## config.mk

```make
export PLATFORM = sky130hd
export DESIGN_NAME = codec_cmd_ctrl
export DESIGN_NICKNAME = d
export VERILOG_FILES = /design/src/rtl/ccr_pkg.sv /design/src/rtl/ccr_accept.sv /design/src/rtl/ccr_link_fsm.sv /design/src/rtl/ccr_status.sv /design/src/rtl/codec_cmd_ctrl.sv
export SDC_FILE = /design/constraint.sdc
export NUM_CORES = 1
export LEC_CHECK = 0
export ABC_CLOCK_PERIOD_IN_PS = 5400
export CAP_MARGIN = 0
export CORE_MARGIN = 1
export CORE_UTILIZATION = 45
export CTS_CLUSTER_DIAMETER = 80
export CTS_CLUSTER_SIZE = 12
export DETAILED_ROUTE_END_ITERATION = 12
export GPL_TIMING_DRIVEN = 0
export PLACE_DENSITY = 0.94
export SYNTH_ARGS = -nofsm -noshare
export SYNTH_HDL_FRONTEND = slang
export SYNTH_SLANG_ARGS = --single-unit
```

## constraint.sdc

```tcl
create_clock -name clk -period 5.4 [get_ports clk]
set_input_delay 1.35 -clock clk [delete_from_list [all_inputs] [get_ports clk]]
set_output_delay 1.35 -clock clk [all_outputs]
set_load 0.05 [all_outputs]
```

## src/rtl/ccr_pkg.sv

```systemverilog
package ccr_pkg;

  typedef enum logic [0:0] {
    LS_IDLE = 1'b0,
    LS_WAIT = 1'b1
  } link_state_e;

  function automatic int unsigned cnt_width(int unsigned n);
    return (n < 2) ? 1 : $clog2(n);
  endfunction

endpackage

```

## src/rtl/ccr_accept.sv

```systemverilog
module ccr_accept (
  input  logic wr_en,
  input  logic cmd_vld,
  input  logic cmd_clr_ovr,
  input  logic busy,
  output logic launch,
  output logic collide,
  output logic clr_ovr
);

  always_comb begin
    launch  = wr_en && !busy && cmd_vld;
    collide = wr_en && busy;
    clr_ovr = launch && cmd_clr_ovr;
  end

endmodule

```

## src/rtl/ccr_link_fsm.sv

```systemverilog
module ccr_link_fsm #(
  parameter int unsigned IDX_W      = 7,
  parameter int unsigned DAT_W      = 16,
  parameter int unsigned TMO_CYCLES = 2000
) (
  input  logic             clk,
  input  logic             rst_n,
  input  logic             launch,
  input  logic             cmd_rd,
  input  logic [IDX_W-1:0] cmd_idx,
  input  logic [DAT_W-1:0] cmd_wdata,
  input  logic             ack,
  output logic             busy,
  output logic             req_rd,
  output logic [IDX_W-1:0] req_idx,
  output logic [DAT_W-1:0] req_wdata,
  output logic             done_ok,
  output logic             expire
);
  import ccr_pkg::*;

  localparam int unsigned CW = cnt_width(TMO_CYCLES);
  localparam logic [CW-1:0] LAST = CW'(TMO_CYCLES - 1);

  link_state_e     state_q, state_d;
  logic [CW-1:0]   cnt_q, cnt_d;
  logic            rd_q;
  logic [IDX_W-1:0] idx_q;
  logic [DAT_W-1:0] wdata_q;

  // next-state logic
  always_comb begin
    state_d = state_q;
    cnt_d   = cnt_q;
    done_ok = 1'b0;
    expire  = 1'b0;
    case (state_q)
      LS_IDLE: begin
        if (launch) begin
          state_d = LS_WAIT;
          cnt_d   = '0;
        end
      end
      LS_WAIT: begin
        if (ack) begin
          done_ok = 1'b1;
          state_d = LS_IDLE;
        end else if (cnt_q == LAST) begin
          expire  = 1'b1;
          state_d = LS_IDLE;
        end else begin
          cnt_d = cnt_q + 1'b1;
        end
      end
      default: state_d = LS_IDLE;
    endcase
  end

  always_ff @(posedge clk or negedge rst_n) begin
    if (!rst_n) begin
      state_q <= LS_IDLE;
      cnt_q   <= '0;
    end else begin
      state_q <= state_d;
      cnt_q   <= cnt_d;
    end
  end

  // command fields, loaded only on launch
  always_ff @(posedge clk or negedge rst_n) begin
    if (!rst_n) begin
      rd_q    <= 1'b0;
      idx_q   <= '0;
      wdata_q <= '0;
    end else if (launch) begin
      rd_q    <= cmd_rd;
      idx_q   <= cmd_idx;
      wdata_q <= cmd_wdata;
    end
  end

  always_comb begin
    busy      = (state_q == LS_WAIT);
    req_rd    = rd_q;
    req_idx   = idx_q;
    req_wdata = wdata_q;
  end

endmodule

```

## src/rtl/ccr_status.sv

```systemverilog
module ccr_status #(
  parameter int unsigned DAT_W = 16
) (
  input  logic             clk,
  input  logic             rst_n,
  input  logic             launch,
  input  logic             cmd_rd,
  input  logic [DAT_W-1:0] cmd_data,
  input  logic             collide,
  input  logic             clr_ovr,
  input  logic             done_ok,
  input  logic             done_rd,
  input  logic [DAT_W-1:0] ack_data,
  input  logic             expire,
  output logic             valid,
  output logic [DAT_W-1:0] data,
  output logic             overrun,
  output logic             expired
);

  logic             valid_q, valid_d;
  logic [DAT_W-1:0] data_q, data_d;
  logic             ovr_q, ovr_d;
  logic             exp_q, exp_d;

  always_comb begin
    valid_d = valid_q;
    data_d  = data_q;
    ovr_d   = ovr_q;
    exp_d   = exp_q;

    if (launch) begin
      data_d = cmd_data;
      if (cmd_rd) valid_d = 1'b0;
    end else if (done_ok && done_rd) begin
      data_d  = ack_data;
      valid_d = 1'b1;
    end

    if (collide)      ovr_d = 1'b1;
    else if (clr_ovr) ovr_d = 1'b0;

    if (expire)      exp_d = 1'b1;
    else if (launch) exp_d = 1'b0;
  end

  always_ff @(posedge clk or negedge rst_n) begin
    if (!rst_n) begin
      valid_q <= 1'b0;
      data_q  <= '0;
      ovr_q   <= 1'b0;
      exp_q   <= 1'b0;
    end else begin
      valid_q <= valid_d;
      data_q  <= data_d;
      ovr_q   <= ovr_d;
      exp_q   <= exp_d;
    end
  end

  always_comb begin
    valid   = valid_q;
    data    = data_q;
    overrun = ovr_q;
    expired = exp_q;
  end

endmodule

```

## src/rtl/codec_cmd_ctrl.sv

```systemverilog
module codec_cmd_ctrl #(
  parameter int unsigned IDX_W      = 7,
  parameter int unsigned DAT_W      = 16,
  parameter int unsigned TMO_CYCLES = 2000
) (
  input  logic             clk,
  input  logic             rst_n,
  input  logic             wr_en,
  input  logic [31:0]      wr_data,
  output logic [31:0]      rd_data,
  output logic             lnk_req,
  output logic             lnk_rd,
  output logic [IDX_W-1:0] lnk_idx,
  output logic [DAT_W-1:0] lnk_wdata,
  input  logic             lnk_ack,
  input  logic [DAT_W-1:0] lnk_rdata
);

  localparam int unsigned REG_W = 32;
  localparam int unsigned IDX_B = DAT_W;
  localparam int unsigned RD_B  = DAT_W + IDX_W;
  localparam int unsigned VLD_B = RD_B + 1;
  localparam int unsigned BSY_B = RD_B + 2;
  localparam int unsigned OVR_B = RD_B + 3;
  localparam int unsigned EXP_B = RD_B + 4;
  localparam int unsigned PAD_W = REG_W - EXP_B - 1;

  logic launch, collide, clr_ovr;
  logic busy, done_ok, expire;
  logic valid, overrun, expired;
  logic [DAT_W-1:0] data;
  logic unused_wr_bits;

  assign unused_wr_bits = ^{wr_data[REG_W-1:EXP_B], wr_data[BSY_B]};

  ccr_accept u_accept (
    .wr_en       (wr_en),
    .cmd_vld     (wr_data[VLD_B]),
    .cmd_clr_ovr (wr_data[OVR_B]),
    .busy        (busy),
    .launch      (launch),
    .collide     (collide),
    .clr_ovr     (clr_ovr)
  );

  ccr_link_fsm #(
    .IDX_W      (IDX_W),
    .DAT_W      (DAT_W),
    .TMO_CYCLES (TMO_CYCLES)
  ) u_fsm (
    .clk       (clk),
    .rst_n     (rst_n),
    .launch    (launch),
    .cmd_rd    (wr_data[RD_B]),
    .cmd_idx   (wr_data[RD_B-1:IDX_B]),
    .cmd_wdata (wr_data[DAT_W-1:0]),
    .ack       (lnk_ack),
    .busy      (busy),
    .req_rd    (lnk_rd),
    .req_idx   (lnk_idx),
    .req_wdata (lnk_wdata),
    .done_ok   (done_ok),
    .expire    (expire)
  );

  ccr_status #(
    .DAT_W (DAT_W)
  ) u_status (
    .clk      (clk),
    .rst_n    (rst_n),
    .launch   (launch),
    .cmd_rd   (wr_data[RD_B]),
    .cmd_data (wr_data[DAT_W-1:0]),
    .collide  (collide),
    .clr_ovr  (clr_ovr),
    .done_ok  (done_ok),
    .done_rd  (lnk_rd),
    .ack_data (lnk_rdata),
    .expire   (expire),
    .valid    (valid),
    .data     (data),
    .overrun  (overrun),
    .expired  (expired)
  );

  always_comb begin
    lnk_req = busy;
    rd_data = {{PAD_W{1'b0}}, expired, overrun, busy, valid, lnk_rd, lnk_idx, data};
  end

endmodule

```

==> impl_results.md <==
* Outcome: completed
* YS warnings at 0
* Layout Skew at 0.00984 ns
* Clock sink total at 55
* Setup slack, reg-to-reg at 3.48 ns
* Worst Setup EP: rd_data[23]
* Setup bufs post-CTS at 0
* Worst EP required at 4.05 ns
* Netlist Area Pre-Place at 2490 sq um
* Sequential share of the synthesized area at 0.553
* Die height at 76.4 microns
* IO Count at 109
* Place WS at 2.16 ns
* CP Capture Type: output port
* Fin crit period at 2.98 ns
* Critical register-to-register path startpoint: u_fsm.cnt_q[0]$_DFFE_PN0P_
* CTS clk-pin slew, worst paths at 0.09 ns
* DR pass1 iterations at 4
* Vias in the first global route at 2169
* Syn_area_per_cell at 9.84 sq um
* Cell area after layout at 3680 sq um
* Worst setup SP type: flip-flop
* Sum Neg Setup Slack at 0 ns
* GR peak layer: met2
* Setup CP Type: flip-flop to output port
* Final wirelength at 6300 microns
* Area Overhead vs Synth at 47.8%
* Reg2reg end: u_fsm.cnt_q[7]$_DFFE_PN0P_
* Share of layout cells above drive strength 1 at 0.0964
* Root buf cell: clkbuf_8
* Drc violations at 0
* Hold Crit Class: flip-flop to flip-flop
* Pin count of the biggest net entering global routing at 34
* Final ANT Viol Nets at 0
* CTS tree: yes
* Global-route wire length before repair at 10600 microns
* Clk buf depth at 2
* Post-CTS Hold Buffers at 0
* GR Layer Usage met3 at 0.0599
* H-tree levels at 2
* Total power at 1.45 mW
* Worst hold margin at 0.482 ns
* Least-Margin Pin Slew at 0.596 ns
* N_diodes at 0
* Worst setup path startpoint: u_fsm.req_rd$_DFFE_PN0P_
* Iteration-0 DRC Markers at 105
* Antenna violations before repair at 0
* Endpoints failing setup at 0
* Placed cells at 425
* Tcrit/Tclk final at 0.552
* Leak pwr at 1.77 nW
* Pins Over Slew Limit at 0
* Max capacitance violation total at 0
* Post-Synthesis Cells at 253
* GRT met2 Usage at 0.392
* Worst-Skew Late Latency at 0.31 ns
* Setup WS post-layout at 2.42 ns
* Die area at 5830 sq um
* Critical path data arrival time at 1.63 ns
* Width of the chip at 76.4 microns
* Final Wtd Congestion at 0.869
* WL/cell at 14.5 microns
* Most frequent cells in the layout: 97 x clkdlybuf4s50_1, 82 x nand2_1, 55 x dfrtp_1
* PD cells at 393 nW/um^2
* Post-DP HPWL at 4560 microns
* Via density at 5.07
* CTS Buf Count at 5
* GRT Residual Overflow at 0
* Via count at 2194
* Final Util at 0.707
* Maximum vdd ir drop at 196 uV
* Worst slew margin at 0.603
* Fin cells at 433
* Met1 usage at 0.296
* FF+latch count, synth at 55
* Core area at 5200 sq um
* GRT Resource Usage Total at 0.232
* Crit-path max FO at 4
* Port Buffers at 98
* Initial core utilization at 0.478
* Area post-placement at 3580 sq um
* Num rows at 26
* Distinct cells, synth at 38
* Worst reg2reg path depth at 6
* RSZ-0062 raised after global routing: false
* Endpoints failing hold at 0
* CTS resizes at 0
* FMAX at 336 MHz
* Nets@finish at 415
* Commonest non-fill, non-tap cell in the layout: clkdlybuf4s50_1
[worst min path at each step]
stage / start / to / slack, ns / depth (start not counted)
after global placement: u_fsm.req_wdata[2]$_DFFE_PN0P_ / u_fsm.req_wdata[2]$_DFFE_PN0P_ / 0.46 / 2
after CTS: u_fsm.req_wdata[1]$_DFFE_PN0P_ / u_fsm.req_wdata[1]$_DFFE_PN0P_ / 0.49 / 2
after floorplan: u_fsm.cnt_q[10]$_DFFE_PN0P_ / u_fsm.cnt_q[10]$_DFFE_PN0P_ / 0.44 / 1
final: u_fsm.req_wdata[2]$_DFFE_PN0P_ / u_fsm.req_wdata[2]$_DFFE_PN0P_ / 0.48 / 2
after detailed placement: u_fsm.req_wdata[7]$_DFFE_PN0P_ / u_fsm.req_wdata[7]$_DFFE_PN0P_ / 0.46 / 2
after global routing: u_fsm.req_wdata[1]$_DFFE_PN0P_ / u_fsm.req_wdata[1]$_DFFE_PN0P_ / 0.50 / 2
[flip-flops by register name (all words and copies together) (netlist names)]
name              flops
u_status.overrun      1
u_status.expired      1
u_fsm.req_idx         7
u_fsm.req_wdata      16
u_fsm.cnt_q          11
u_status.valid        1
u_fsm.busy            1
u_fsm.req_rd          1
u_status.data        16
[report_power, final]
group          leakage [nW]  internal, mW  total (mW)  switching [mW]
logic                  1.03         0.236       0.659           0.422
registers             0.694         0.493       0.552          0.0592
clock network        0.0484         0.105       0.234           0.129
[critical path, cell delays in order (launching register included)]
cell and delay (ns):
dfrtp_1 0.42, buf_4 0.13, clkdlybuf4s50_1 0.78
[layout make-up]
| class | instances | area [sq um] |
|---|---|---|
| Timing Repair Buffer | 99 | 996 |
| Inverter | 1 | 3.75 |
| Clock inverter | 1 | 8.76 |
| Multi-Input combinational cell | 172 | 945 |
| Buffer | 28 | 175 |
| Sequential cell | 55 | 1380 |
| Tap cell | 70 | 87.6 |
| Fill cell | 417 | 1530 |
| Clock buffer | 7 | 86.3 |
[synthesized netlist by cell type]
library cell	count	share of area
or3_1	2	0.0050
buf_6	1	0.0045
nand4b_1	1	0.0035
nor3_2	1	0.0040
buf_2	2	0.0040
conb_1	1	0.0015
nand3_1	13	0.026
o22a_1	1	0.0035
o21ai_1	18	0.036
a311o_1	2	0.0080
dfrtp_1	55	0.55
ha_1	1	0.0050
o31a_1	1	0.0035
or2_1	2	0.0050
nor2b_1	1	0.0025
nand2_4	1	0.0045
o22ai_1	1	0.0025
nand4_1	1	0.0025
or3b_4	1	0.0045
clkbuf_1	9	0.014
a21oi_1	1	0.0020
nor2_1	1	0.0015
a22o_1	2	0.0070
o31ai_4	1	0.0085
o211ai_1	1	0.0030
a31oi_1	2	0.0050
mux2i_1	16	0.064
nor3_1	7	0.014
nand3_4	1	0.0070
a31o_2	1	0.0035
inv_2	1	0.0015
a41oi_1	1	0.0035
nand2_1	82	0.12
buf_4	16	0.048
and3_1	2	0.0050
a21o_1	1	0.0030
o21ai_0	1	0.0020
and3b_1	1	0.0035
[cell families (layout without fill, tap and decap cells)]
kind of cell               Yosys count  after routing  synth area share
muxes                               16             16            0.0644
adders and majority gates            1              1           0.00503
buffers and inverters               29            136            0.0719
DFF                                 55             55             0.553
other                                1              4           0.00151
AOI/OAI and AO/OA                   34             34            0.0915
and+or+nand+nor                    117            117             0.213
[metal layers]
layer,up-vias,share of wire
met3,10,0.073
met5,-,0
met2,95,0.49
met4,0,0.014
li1,1053,-
met1,1036,0.43
Power figures use the tool's default switching activity.
